## src/rtl/csel_pkg.sv

```systemverilog
package csel_pkg;
    localparam int ADDR_W     = 20;
    localparam int DATA_W     = 16;
    localparam int WS_W       = 2;
    localparam int CFG_W      = WS_W + 1;
    localparam int RA_W       = 3;
    localparam int N_REGS     = 5;
    localparam int BLK_LG     = 10;             // 1K page granularity
    localparam int HI_W       = ADDR_W - BLK_LG;
    localparam int MID_MIN_LG = 13;             // smallest mid block: 8K
    localparam int MID_W      = ADDR_W - MID_MIN_LG;
    localparam int MID_LG     = 2;              // four quarters
    localparam int N_MID      = 1 << MID_LG;
    localparam int MAX_K      = 6;              // largest mid block: 512K
    localparam int PER_IO_BIT = 5;

    localparam int IDX_UP = 0;
    localparam int IDX_LO = 1;
    localparam int IDX_MB = 2;
    localparam int IDX_MS = 3;
    localparam int IDX_PR = 4;

    localparam logic [DATA_W-1:0] UPPER_RST = 16'hFFFB;

    typedef struct packed {
        logic            ign_ext;
        logic [WS_W-1:0] waits;
    } rdy_cfg_t;

    function automatic rdy_cfg_t cfg_of(input logic [DATA_W-1:0] r);
        return rdy_cfg_t'(r[CFG_W-1:0]);
    endfunction
endpackage

```

## src/rtl/csel_regs.sv

```systemverilog
module csel_regs
    import csel_pkg::*;
(
    input  logic              clk,
    input  logic              rst,
    input  logic              reg_wr,
    input  logic [RA_W-1:0]   reg_addr,
    input  logic [DATA_W-1:0] reg_wdata,
    output logic [DATA_W-1:0] reg_rdata,
    output logic [DATA_W-1:0] up_q,
    output logic [DATA_W-1:0] lo_q,
    output logic [DATA_W-1:0] mb_q,
    output logic [DATA_W-1:0] ms_q,
    output logic [DATA_W-1:0] pr_q,
    output logic              lo_en,
    output logic              mid_en,
    output logic              per_en
);
    logic [N_REGS-1:0][DATA_W-1:0] r_q;
    logic [N_REGS-1:0]             seen_q;

    // Only the top region has a defined reset value; the rest hold data only.
    always_ff @(posedge clk) begin
        for (int i = 0; i < N_REGS; i++) begin
            if (reg_wr && reg_addr == RA_W'(i))
                r_q[i] <= reg_wdata;
        end
        if (rst)
            r_q[IDX_UP] <= UPPER_RST;
    end

    always_ff @(posedge clk) begin
        if (rst) begin
            seen_q <= '0;
        end else begin
            for (int i = 0; i < N_REGS; i++) begin
                if (reg_wr && reg_addr == RA_W'(i))
                    seen_q[i] <= 1'b1;
            end
        end
    end

    always_comb begin
        reg_rdata = '0;
        for (int i = 0; i < N_REGS; i++) begin
            if (reg_addr == RA_W'(i))
                reg_rdata = r_q[i];
        end
    end

    assign up_q   = r_q[IDX_UP];
    assign lo_q   = r_q[IDX_LO];
    assign mb_q   = r_q[IDX_MB];
    assign ms_q   = r_q[IDX_MS];
    assign pr_q   = r_q[IDX_PR];
    assign lo_en  = seen_q[IDX_LO];
    assign mid_en = seen_q[IDX_MB] & seen_q[IDX_MS];
    assign per_en = seen_q[IDX_PR];

    logic unused_seen;
    assign unused_seen = seen_q[IDX_UP];


    upper_wr_chk: assert property (@(posedge clk) disable iff (rst)
        (reg_wr && reg_addr == RA_W'(IDX_UP)) |=> (up_q == $past(reg_wdata)));


    lo_idle_chk: assert property (@(posedge clk) disable iff (rst)
        (!lo_en && !(reg_wr && reg_addr == RA_W'(IDX_LO))) |=> !lo_en);
endmodule

```

## src/rtl/csel_decode.sv

```systemverilog
module csel_decode
    import csel_pkg::*;
#(
    parameter int N_PER      = 7,
    parameter int PER_WIN_LG = 7
) (
    input  logic              clk,
    input  logic              rst,
    input  logic              bus_valid,
    input  logic              bus_io,
    input  logic [ADDR_W-1:0] bus_addr,
    input  logic [DATA_W-1:0] up_q,
    input  logic [DATA_W-1:0] lo_q,
    input  logic [DATA_W-1:0] mb_q,
    input  logic [DATA_W-1:0] ms_q,
    input  logic [DATA_W-1:0] pr_q,
    input  logic              lo_en,
    input  logic              mid_en,
    input  logic              per_en,
    output logic              up_sel,
    output logic              lo_sel,
    output logic [N_MID-1:0]  mid_sel,
    output logic [N_PER-1:0]  per_sel,
    output rdy_cfg_t          cfg
);
    localparam int PER_IDX_W = BLK_LG - PER_WIN_LG;

    logic [HI_W-1:0] addr_hi;
    assign addr_hi = bus_addr[ADDR_W-1:BLK_LG];

    logic up_hit, lo_hit;
    assign up_hit = !bus_io && (addr_hi >= up_q[DATA_W-1 -: HI_W]);
    assign lo_hit = lo_en && !bus_io && (addr_hi <= lo_q[DATA_W-1 -: HI_W]);

    // Mid-range block: alignment by dropping k low bits of the 8K page index.
    logic [2:0]        k;
    logic [MID_W-1:0]  a_pg, b_pg;
    logic [4:0]        sub_amt;
    logic [ADDR_W-1:0] sub_sh;
    logic [MID_LG-1:0] mid_idx;
    logic              mid_hit;
    assign k       = (ms_q[2:0] > 3'(MAX_K)) ? 3'(MAX_K) : ms_q[2:0];
    assign a_pg    = bus_addr[ADDR_W-1:MID_MIN_LG] >> k;
    assign b_pg    = mb_q[DATA_W-1 -: MID_W] >> k;
    assign sub_amt = 5'(MID_MIN_LG - MID_LG) + {2'b00, k};
    assign sub_sh  = bus_addr >> sub_amt;
    assign mid_idx = sub_sh[MID_LG-1:0];
    assign mid_hit = mid_en && !bus_io && (a_pg == b_pg);

    // Peripheral windows from one 1K-aligned base.
    logic                 per_blk;
    logic [PER_IDX_W-1:0] win;
    logic [N_PER-1:0]     per_raw;
    logic                 per_hit;
    assign per_blk = per_en && (bus_io == pr_q[PER_IO_BIT])
                   && (addr_hi == pr_q[DATA_W-1 -: HI_W]);
    assign win     = bus_addr[PER_WIN_LG +: PER_IDX_W];

    for (genvar i = 0; i < N_PER; i++) begin : g_per
        assign per_raw[i] = per_blk && (win == PER_IDX_W'(i));
    end
    assign per_hit = |per_raw;

    always_comb begin
        up_sel  = 1'b0;
        lo_sel  = 1'b0;
        mid_sel = '0;
        per_sel = '0;
        cfg     = '0;
        if (bus_valid) begin
            if (up_hit) begin
                up_sel = 1'b1;
                cfg    = cfg_of(up_q);
            end else if (lo_hit) begin
                lo_sel = 1'b1;
                cfg    = cfg_of(lo_q);
            end else if (mid_hit) begin
                mid_sel[mid_idx] = 1'b1;
                cfg              = cfg_of(mb_q);
            end else if (per_hit) begin
                per_sel = per_raw;
                cfg     = cfg_of(pr_q);
            end
        end
    end

    logic unused_dec;
    assign unused_dec = ^{up_q[DATA_W-HI_W-1:CFG_W], lo_q[DATA_W-HI_W-1:CFG_W],
                          mb_q[DATA_W-MID_W-1:CFG_W], ms_q[DATA_W-1:3],
                          pr_q[PER_IO_BIT-1:CFG_W], sub_sh[ADDR_W-1:MID_LG]};


    one_select_chk: assert property (@(posedge clk) disable iff (rst)
        $onehot0({up_sel, lo_sel, mid_sel, per_sel}));


    mem_only_chk: assert property (@(posedge clk) disable iff (rst)
        bus_io |-> !(up_sel || lo_sel || (|mid_sel)));
endmodule

```

## src/rtl/csel_wait.sv

```systemverilog
module csel_wait
    import csel_pkg::*;
(
    input  logic     clk,
    input  logic     rst,
    input  logic     bus_start,
    input  rdy_cfg_t cfg_in,
    input  logic     ext_rdy,
    output logic     rdy
);
    rdy_cfg_t        cur_q;
    logic [WS_W-1:0] cnt_q;
    logic            busy_q;

    assign rdy = busy_q && (cnt_q == cur_q.waits) && (cur_q.ign_ext || ext_rdy);

    always_ff @(posedge clk) begin
        if (rst) begin
            busy_q <= 1'b0;
            cnt_q  <= '0;
            cur_q  <= '0;
        end else if (bus_start) begin
            busy_q <= 1'b1;
            cnt_q  <= '0;
            cur_q  <= cfg_in;
        end else if (busy_q) begin
            if (rdy)
                busy_q <= 1'b0;
            else if (cnt_q != cur_q.waits)
                cnt_q <= cnt_q + 1'b1;
        end
    end


    cnt_bound_chk: assert property (@(posedge clk) disable iff (rst)
        busy_q |-> (cnt_q <= cur_q.waits));


    step_chk: assert property (@(posedge clk) disable iff (rst)
        (busy_q && !rdy && !bus_start && cnt_q != cur_q.waits)
        |=> (cnt_q == WS_W'($past(cnt_q) + 2'd1)));


    rdy_drop_chk: assert property (@(posedge clk) disable iff (rst)
        (rdy && !bus_start) |=> !rdy);
endmodule

```

## src/rtl/csel_ready_gen.sv

```systemverilog
module csel_ready_gen
    import csel_pkg::*;
#(
    parameter int N_PER      = 7,
    parameter int PER_WIN_LG = 7
) (
    input  logic              clk,
    input  logic              rst,
    input  logic              reg_wr,
    input  logic [RA_W-1:0]   reg_addr,
    input  logic [DATA_W-1:0] reg_wdata,
    output logic [DATA_W-1:0] reg_rdata,
    input  logic              bus_valid,
    input  logic              bus_start,
    input  logic              bus_io,
    input  logic [ADDR_W-1:0] bus_addr,
    input  logic              ext_rdy,
    output logic              up_cs_n,
    output logic              lo_cs_n,
    output logic [N_MID-1:0]  mid_cs_n,
    output logic [N_PER-1:0]  per_cs_n,
    output logic              rdy
);
    logic [DATA_W-1:0] up_q, lo_q, mb_q, ms_q, pr_q;
    logic              lo_en, mid_en, per_en;
    logic              up_sel, lo_sel;
    logic [N_MID-1:0]  mid_sel;
    logic [N_PER-1:0]  per_sel;
    rdy_cfg_t          cfg;

    csel_regs u_regs (
        .clk(clk), .rst(rst), .reg_wr(reg_wr), .reg_addr(reg_addr),
        .reg_wdata(reg_wdata), .reg_rdata(reg_rdata),
        .up_q(up_q), .lo_q(lo_q), .mb_q(mb_q), .ms_q(ms_q), .pr_q(pr_q),
        .lo_en(lo_en), .mid_en(mid_en), .per_en(per_en)
    );

    csel_decode #(.N_PER(N_PER), .PER_WIN_LG(PER_WIN_LG)) u_dec (
        .clk(clk), .rst(rst), .bus_valid(bus_valid), .bus_io(bus_io),
        .bus_addr(bus_addr), .up_q(up_q), .lo_q(lo_q), .mb_q(mb_q),
        .ms_q(ms_q), .pr_q(pr_q), .lo_en(lo_en), .mid_en(mid_en),
        .per_en(per_en), .up_sel(up_sel), .lo_sel(lo_sel),
        .mid_sel(mid_sel), .per_sel(per_sel), .cfg(cfg)
    );

    csel_wait u_wait (
        .clk(clk), .rst(rst), .bus_start(bus_start), .cfg_in(cfg),
        .ext_rdy(ext_rdy), .rdy(rdy)
    );

    assign up_cs_n  = rst ? 1'b1 : ~up_sel;
    assign lo_cs_n  = rst ? 1'b1 : ~lo_sel;
    assign mid_cs_n = rst ? '1   : ~mid_sel;
    assign per_cs_n = rst ? '1   : ~per_sel;


    rst_idle_chk: assert property (@(posedge clk)
        rst |-> (&{up_cs_n, lo_cs_n, mid_cs_n, per_cs_n}));


    invalid_idle_chk: assert property (@(posedge clk) disable iff (rst)
        !bus_valid |-> (&{up_cs_n, lo_cs_n, mid_cs_n, per_cs_n}));
endmodule

```

## config.mk

```make
export PLATFORM = sky130hd
export DESIGN_NAME = csel_ready_gen
export DESIGN_NICKNAME = d
export VERILOG_FILES = /design/src/rtl/csel_pkg.sv /design/src/rtl/csel_regs.sv /design/src/rtl/csel_decode.sv /design/src/rtl/csel_wait.sv /design/src/rtl/csel_ready_gen.sv
export SDC_FILE = /design/constraint.sdc
export NUM_CORES = 1
export LEC_CHECK = 0
export BUFFER_PORTS_ARGS = -buffer_cell sky130_fd_sc_hd__buf_4
export CAP_MARGIN = 30
export CELL_PAD_IN_SITES_DETAIL_PLACEMENT = 0
export CELL_PAD_IN_SITES_GLOBAL_PLACEMENT = 1
export CORE_UTILIZATION = 24
export DETAILED_ROUTE_END_ITERATION = 16
export PLACE_DENSITY_LB_ADDON = 0.1
export SLEW_MARGIN = 10
export SYNTH_ARGS = -nofsm -noshare
export SYNTH_HDL_FRONTEND = slang
export SYNTH_SLANG_ARGS = --single-unit
```

## constraint.sdc

```tcl
create_clock -name clk -period 2.25 [get_ports clk]
set_clock_uncertainty 0.05 [all_clocks]
set_input_delay 0 -clock clk [delete_from_list [all_inputs] [get_ports clk]]
set_output_delay 0 -clock clk [all_outputs]
set_load 0.03 [all_outputs]
```

==> impl_metrics.tcl, run 1 <==
set metrics [dict create \
    wl_per_cell_um 17.9 \
    syn_area_mm2 0.00501 \
    path_buf_inv 3 \
    post-dp-hpwl_mm 11.7 \
    maxSlewHeadroom 0.701 \
    yosysUniqueCellTypes 51 \
    gp_congestion 0.795 \
    yosys_warnings 0 \
    ys_seq_area_frac 0.488 \
    crit_family "simple AND/OR/NAND/NOR gates" \
    setup_violations 15 \
    cp_slowest_cell "or4b_4" \
    io_pins 76 \
    crit_fanout 7 \
    worst_slack_ns -0.566 \
    die_w_um 146 \
    hold_class "primary input to register" \
    drt_first_iter_violations 105 \
    synthArstFlopShare 0 \
    root_buffer "clkbuf_16" \
    synth_cells 446 \
    place_ws_ns -0.335 \
    status "complete, but fails checks" \
    worstSetupEndpointType "primary output" \
    fin_crit_sh 1.25 \
    grt_max_degree 22 \
    synth_area_leader_cell "edfxtp_1" \
    fmax_mhz 355 \
    rows 52 \
    cellLeakagePower_uw 0.00296 \
    cts_sinks 90 \
    syn_to_final_growth_pct 46.3 \
    die_y_um 146 \
    hold_viol_final 0 \
    path_clk_slew_ns 0.07 \
    crit_type "register to primary output" \
    crit_path_start_kind "register" \
    synthTopCellsByCount "edfxtp_1 (64), inv_1 (51), nand2_1 (46)" \
    io_buffers 68 \
    vias 4018 \
    vias_per_cell 4.57 \
    grt_pass1_wl_mm 24.3 \
    cts_tree "built" \
    grt_pass1_vias 4231 \
    start_util 0.246 \
    powerDensity_mw_per_mm2 568 \
    drt_first_pass_iters 4 \
    synthFlopType "edfxtp_1" \
    nFillCells 2052 \
    synth_edf_count 64 \
    die_area_mm2 0.0215 \
    antenna_found_initial 0 \
    min_period_ns 2.82 \
    synth_top_area_share 0.384 \
    drive_above_1_share 0.413 \
    core_mm2 0.0204 \
    antenna_cells 0 \
    crit_top_cell "buf_4" \
    synth_area_leaders "edfxtp_1 (38%), dfxtp_1 (10%), mux4_2 (9.0%)" \
    track_usage 0.153 \
    fin_tns_setup_ns -4.41 \
    grt_setup_unrepaired "yes" \
    worstPathCellList "and2b_4 > mux2i_2 > buf_4 > buf_4 > a221oi_2 > o31ai_2 > a211o_1 > or4b_4 > buf_6" \
    cpPeakStageDelay_ns 0.52 \
    cts_buffers 9 \
    final_max_slew_viol_count 0 \
    wirelength_mm 15.8 \
    fin_nets 671 \
    syn_area_per_cell_um2 11.2 \
    grt_overflow 0 \
    drtAntennaViolNets 0 \
    totalPowerFinal_uw 4160 \
    h-tree-depth 3 \
    worst_pin_slew_ns 0.449 \
    peakVddDrop_mv 0.328 \
    clk_latency_ns 0.35 \
    violations "negative setup slack" \
    ys_ff_latch 90 \
    cap_violations 0 \
    drc 0 \
    required_ns 2.20 \
    syn_nets 512 \
    synth_most_common_cell "edfxtp_1" \
    ctsLongestPathBuffers 2 \
    cp.arrival_ns 2.77 \
]
==> per-layer routing <==
metal	vias up	wire length, um	part of all wire	track usage
met5	-	0	0	0
met4	0	255	0.016	0.0484
met3	13	435	0.028	0.0241
met2	66	7780	0.49	0.268
met1	1984	7320	0.46	0.191
li1	1955	-	-	-
==> final timing paths <==
kind	startpoint	endpoint	slack, ns	cells past startpoint
max	u_regs.ms_q[2]$_DFFE_PP_	per_cs_n[6]	-0.57	9
min	ext_rdy	u_wait.busy_q$_SDFF_PP0_	0.01	4
max reg2reg	u_regs.lo_q[13]$_DFFE_PP_	u_wait.cur_q[2]$_SDFFE_PP0P_	-0.15	12
min reg2reg	u_regs.seen_q[3]$_SDFFE_PP0P_	u_regs.seen_q[3]$_SDFFE_PP0P_	0.42	1
==> cell usage in the layout (no fill, tap or decap), types with 13 or more instances in the layout <==
cell	instances
nor2_1	17
o21ai_0	19
buf_4	123
ha_1	13
mux4_2	20
buf_6	24
dfxtp_1	22
dlygate4sd3_1	19
mux2i_1	16
nand2_1	45
inv_1	43
edfxtp_1	64
==> worst min-delay path: cells and delay by family <==
| kind | cells | cell delay (ns) |
|---|---|---|
| buf+inv | 1 | 0.07 |
| compound gates | 3 | 0.29 |
==> area by class of cell <==
| class | instances | area [um^2] | share of cell area |
|---|---|---|---|
| well taps | 270 | 338 | 0.0461 |
| clock inverters | 1 | 8.76 | 0.00120 |
| inverters | 51 | 191 | 0.0261 |
| multi-input cells | 286 | 2620 | 0.357 |
| clock buffers | 15 | 322 | 0.0439 |
| repair buffers | 167 | 1400 | 0.192 |
| flip-flops and latches | 90 | 2450 | 0.334 |
==> power by group <==
part           switching [uW]  internal (uW)  leakage (uW)  total, uW
Clock                     640            985      0.000162       1620
Combinational             355            329       0.00201        684
Sequential               27.1           1830      0.000791       1850
==> stage by stage <==
stage / hold WS (ns) / area [um^2] / util / std cells
after global placement: 0.166 / 6270 / 0.308 / 825
final: 0.0129 / 7330 / 0.360 / 880
after global routing: 0.0867 / 7330 / 0.360 / 880
after CTS: 0.00688 / 7220 / 0.355 / 875
after detailed placement: 0.168 / 6270 / 0.308 / 825
after floorplan: 0.0489 / 5030 / - / 446
==> kinds of logic (layout without fill, tap and decap cells) <==
group	count (synthesis)	in the layout	synth area share
AOI/OAI and AO/OA	80	80	0.112
xor gates and xnor gates	21	21	0.0367
DFF	90	90	0.488
buffers and inverters	70	234	0.0534
and+or+nand+nor	120	120	0.119
adders and majority gates	20	20	0.0500
muxes	45	45	0.142
==> sequential cells by signal, indices dropped and copies added (netlist names) <==
signal,count
u_regs.ms_q,16
u_wait.busy_q,1
u_regs.mb_q,16
u_regs.pr_q,16
u_regs.seen_q,4
u_wait.cnt_q,2
u_wait.cur_q,3
u_regs.lo_q,16
u_regs.up_q,16
==> timing repair <==
action / 4_1_cts / 5_1_grt
pin swaps: 29 / 25
setup endpoints to repair: 16 / 16
buffers inserted: 16 / 8
endpoints found under the hold margin: 85 / 0
gates resized for setup: 69 / 16
gates cloned: 0 / 0
hold buffers: 19 / 0
Note: power is estimated with default switching activity, not from simulation.
==> run 2, diff against run 1 <==
--- a/config.mk
+++ b/config.mk
@@ -10,6 +10,7 @@
 export CELL_PAD_IN_SITES_DETAIL_PLACEMENT = 0
 export CELL_PAD_IN_SITES_GLOBAL_PLACEMENT = 1
 export CORE_UTILIZATION = 24
+export CTS_BUF_LIST = sky130_fd_sc_hd__clkbuf_2 sky130_fd_sc_hd__clkbuf_4 sky130_fd_sc_hd__clkbuf_8
 export DETAILED_ROUTE_END_ITERATION = 16
 export PLACE_DENSITY_LB_ADDON = 0.1
 export SLEW_MARGIN = 10
==> impl_metrics.tcl, run 2 (same netlist as run 1, synthesis figures left out) <==
set metrics [dict create \
    maxSlewHeadroom 0.704 \
    required_ns 2.20 \
    final_max_slew_viol_count 0 \
    clk_latency_ns 0.37 \
    vias_per_cell 4.51 \
    cp.arrival_ns 2.78 \
    drt_first_iter_violations 118 \
    die_y_um 146 \
    drc 0 \
    crit_family "simple AND/OR/NAND/NOR gates" \
    final_cell_mix "buf_4 (126), edfxtp_1 (64), inv_1 (46)" \
    crit_path_start_kind "register" \
    final_cell_count_no_fill 883 \
    antenna_found_initial 0 \
    io_pins 76 \
    pwr-share-seq 0.472 \
    hold_viol_final 0 \
    die_area_mm2 0.0215 \
    path_buf_inv 3 \
    grt.busiest_layer "met2" \
    hold_class "primary input to register" \
    crit_type "register to primary output" \
    cpPeakStageDelay_ns 0.52 \
    nFillCells 2044 \
    io_buffers 68 \
    p_sw_uw 970 \
    grt_use_met3 0.0194 \
    drtAntennaViolNets 0 \
    dp_cells 825 \
    layout_commonest_cell "buf_4" \
    die_w_um 146 \
    antenna_cells 0 \
    cts_sinks 90 \
    finalHoldWorstSlack_ns 0.0530 \
    post-dp-hpwl_mm 11.7 \
    cts_buffers 9 \
    drive_above_1_share 0.406 \
    start_util 0.246 \
    p_int_uw 2950 \
    setup_violations 15 \
    fin_nets 674 \
    track_usage 0.153 \
    grt_pass1_wl_mm 24.3 \
    gp_congestion 0.795 \
    wirelength_mm 15.7 \
    peakVddDrop_mv 0.357 \
    worst_slack_ns -0.583 \
    syn_to_final_growth_pct 44.4 \
    cellLeakagePower_uw 0.00293 \
    cap_violations 0 \
    cts_tree "built" \
    drt_first_pass_iters 4 \
    fin_crit_sh 1.26 \
    min_period_ns 2.83 \
    root_buffer "clkbuf_8" \
    cp_slowest_cell "or4b_4" \
    globalRouteMet2Util 0.269 \
    rows 52 \
    crit_fanout 7 \
    grt_setup_unrepaired "yes" \
    worstPathCellList "and2b_4 > mux2i_2 > buf_4 > buf_4 > a221oi_2 > o31ai_2 > a211o_1 > or4b_4 > buf_6" \
    grt_overflow 0 \
    fmax_mhz 353 \
    status "complete, but fails checks" \
    violations "negative setup slack" \
    grt_max_degree 22 \
    ctsLongestPathBuffers 2 \
    met1_usage 0.192 \
    core_mm2 0.0204 \
    postPlaceCellArea_mm2 0.00627 \
    fin_tns_setup_ns -5.01 \
    worst_pin_slew_ns 0.444 \
    worstSetupEndpointType "primary output" \
    switching_share 0.248 \
    powerDensity_mw_per_mm2 542 \
    wl_per_cell_um 17.8 \
    grt_pass1_vias 4243 \
    power_frac_comb 0.174 \
    fin_area_mm2 0.00723 \
    vias 3986 \
    crit_top_cell "buf_4" \
    p_clk_frac 0.354 \
    path_clk_slew_ns 0.09 \
    h-tree-depth 3 \
]
## run 2: path summary, 6_finish.rpt
path / endpoint / slack [ns] / startpoint / cells after the start
max: per_cs_n[6] / -0.58 / u_regs.ms_q[2]$_DFFE_PP_ / 9
min: u_regs.pr_q[4]$_DFFE_PP_ / 0.05 / reg_wr / 2
max reg2reg: u_wait.cur_q[2]$_SDFFE_PP0P_ / -0.22 / u_regs.lo_q[13]$_DFFE_PP_ / 12
min reg2reg: u_regs.seen_q[3]$_SDFFE_PP0P_ / 0.42 / u_regs.seen_q[3]$_SDFFE_PP0P_ / 1
## run 2: through the flow
step	utilization	setup slack, ns	total power [uW]
finish	0.355	-0.583	3920
global placement	0.308	-0.268	2490
floorplan	-	-0.0629	2200
detailed placement	0.308	-0.335	2490
global route	0.355	-0.704	4080
CTS	0.351	-0.608	3970
## run 2: layout make-up
class                   instances  area [um^2]  share of cell area
flip-flops and latches         90         2450               0.338
inverters                      51          191              0.0265
multi-input cells             286         2580               0.357
clock buffers                  12          153              0.0211
well taps                     270          338              0.0467
clock inverters                 4         98.8              0.0137
repair buffers                170         1430               0.197
## run 2: routing by layer
metal	up-vias	routed length (um)	share of wire
li1	1962	-	-
met1	1949	7340	0.47
met2	58	7710	0.49
met3	17	373	0.024
met4	0	269	0.017
met5	-	0	0
## run 2: timing repair
item,in CTS,in global routing
gates resized for setup,67,11
endpoints found under the setup margin,16,16
hold buffers,20,0
pin swaps,29,19
endpoints found under the hold margin,85,0
setup buffers,17,7
## run 2: power groups by stage
| stage | clock, uW | sequential [uW] | combinational [uW] |
|---|---|---|---|
| 6_report | 1390 | 1850 | 681 |
| 5_1_grt | 1480 | 1860 | 742 |
| 4_1_cts | 1440 | 1850 | 681 |
| 3_5_place_dp | 0 | 1890 | 603 |
| 3_3_place_gp | 0 | 1890 | 600 |
| 2_1_floorplan | 0 | 1880 | 316 |
==> run 3, diff against run 2 <==
--- a/config.mk
+++ b/config.mk
@@ -13,6 +13,7 @@
 export CTS_BUF_LIST = sky130_fd_sc_hd__clkbuf_2 sky130_fd_sc_hd__clkbuf_4 sky130_fd_sc_hd__clkbuf_8
 export DETAILED_ROUTE_END_ITERATION = 16
 export PLACE_DENSITY_LB_ADDON = 0.1
+export RECOVER_POWER = 25
 export SLEW_MARGIN = 10
 export SYNTH_ARGS = -nofsm -noshare
 export SYNTH_HDL_FRONTEND = slang
==> impl_metrics.tcl, run 3 (same netlist as run 1, synthesis figures left out) <==
set metrics [dict create \
    min_period_ns 2.83 \
    path_clk_slew_ns 0.09 \
    drive_above_1_share 0.387 \
    h-tree-depth 3 \
    rows 52 \
    violations "negative setup slack" \
    start_util 0.246 \
    required_ns 2.20 \
    die_w_um 146 \
    crit_fanout 7 \
    final_cell_mix "buf_4 (114), edfxtp_1 (64), inv_1 (46)" \
    vias 3983 \
    multi_input_area_mm2 0.00258 \
    crit_path_start_kind "register" \
    ff2ff_path_depth 12 \
    holdPathEnd "u_regs.pr_q[4]$_DFFE_PP_" \
    post-dp-hpwl_mm 11.7 \
    cp.arrival_ns 2.78 \
    drc 0 \
    cts_sinks 90 \
    hold_viol_final 0 \
    antenna_found_initial 0 \
    io_pins 76 \
    grt_max_degree 22 \
    drt_first_iter_violations 98 \
    gp_congestion 0.795 \
    hold_class "primary input to register" \
    grt_pass1_vias 4243 \
    ctsLongestPathBuffers 2 \
    die_area_mm2 0.0215 \
    core_mm2 0.0204 \
    worstSetupEndpointType "primary output" \
    min-delay-start "reg_wr" \
    io_buffers 68 \
    die_y_um 146 \
    clk_latency_ns 0.37 \
    status "complete, but fails checks" \
    cts_tree "built" \
    final_max_slew_viol_count 0 \
    worst_slack_ns -0.583 \
    powerDensity_mw_per_mm2 544 \
    fmax_mhz 353 \
    layout_commonest_cell "buf_4" \
    register_area_mm2 0.00245 \
    setup_violations 15 \
    wl_per_cell_um 17.8 \
    antenna_cells 0 \
    r2r-end "u_wait.cur_q[2]$_SDFFE_PP0P_" \
    wirelength_mm 15.7 \
    nFillCells 2053 \
    rrSetupSlack_ns -0.21 \
    drt_first_pass_iters 4 \
    totalPowerFinal_uw 3910 \
    track_usage 0.153 \
    drtAntennaViolNets 0 \
    syn_to_final_growth_pct 43.5 \
    cellLeakagePower_uw 0.00288 \
    grt_overflow 0 \
    worst_pin_slew_ns 0.437 \
    peakVddDrop_mv 0.357 \
    fin_nets 674 \
    grt_pass1_wl_mm 24.3 \
    cap_violations 0 \
    grt_setup_unrepaired "yes" \
    vias_per_cell 4.51 \
    hold_depth 2 \
    cts_buffers 9 \
    r2r_start "u_regs.lo_q[13]$_DFFE_PP_" \
    root_buffer "clkbuf_8" \
    maxSlewHeadroom 0.709 \
    fin_crit_sh 1.26 \
    crit_type "register to primary output" \
    fin_tns_setup_ns -5.01 \
]
## run 3: cell count changes in the layout (fill, tap and decap cells not counted)
| cell | change |
|---|---|
| buf_4 | -12 |
| clkbuf_1 | +12 |
## run 3: worst max-delay path: stages, from the launching register on
cell and delay, ns:
edfxtp_1 0.38, and2b_4 0.32, mux2i_2 0.09, buf_4 0.13, buf_4 0.12, a221oi_2 0.28, o31ai_2 0.11, a211o_1 0.30
or4b_4 0.52, buf_6 0.15
## run 3: metrics by stage
step	std cells	hold WS [ns]	worst slack, ns	instance area (um^2)	utilization
2_1_floorplan	446	0.0489	-0.0629	5030	-
3_3_place_gp	825	0.166	-0.268	6270	0.308
3_5_place_dp	825	0.168	-0.335	6270	0.308
4_1_cts	878	0.0344	-0.608	7160	0.351
5_1_grt	883	0.0660	-0.704	7190	0.353
6_report	883	0.0561	-0.583	7190	0.353
## run 3: layout make-up
cell class	instances	share of cell area
multi-input combinational	286	0.359
timing repair buffer	170	0.192
tap	270	0.0470
inverter	51	0.0266
clock buffer	12	0.0212
sequential	90	0.341
clock inverter	4	0.0138
## run 3: timing repair
item                                   4_1_cts  5_1_grt
buffers inserted                            17        7
gates cloned                                 0        0
gates resized for setup                     67       11
setup endpoints to repair                   16       16
endpoints found under the hold margin       85        0
pin swaps                                   29       19
hold buffers                                20        0
## run 3: how the worst max path moves through the flow
stage                        startpoint           to  slack [ns]
4_1_cts        u_regs.ms_q[2]$_DFFE_PP_  per_cs_n[6]       -0.61
3_5_place_dp   u_regs.ms_q[2]$_DFFE_PP_  per_cs_n[6]       -0.34
2_1_floorplan  u_regs.ms_q[0]$_DFFE_PP_  per_cs_n[6]       -0.06
5_1_grt        u_regs.ms_q[2]$_DFFE_PP_  per_cs_n[6]       -0.70
6_report       u_regs.ms_q[2]$_DFFE_PP_  per_cs_n[6]       -0.58
3_3_place_gp   u_regs.ms_q[2]$_DFFE_PP_  per_cs_n[6]       -0.27
## run 3: report_power, final
part	internal (uW)	leakage (uW)	switching, uW
clock	796	0.000128	590
combinational	318	0.00197	353
sequential	1820	0.000791	26.7
total	2940	0.00288	970
## run 3: layer usage
metal,global-route usage,share of wire
met1,0.192,0.47
met2,0.269,0.49
met3,0.0194,0.023
met4,0.0516,0.017
met5,0,0
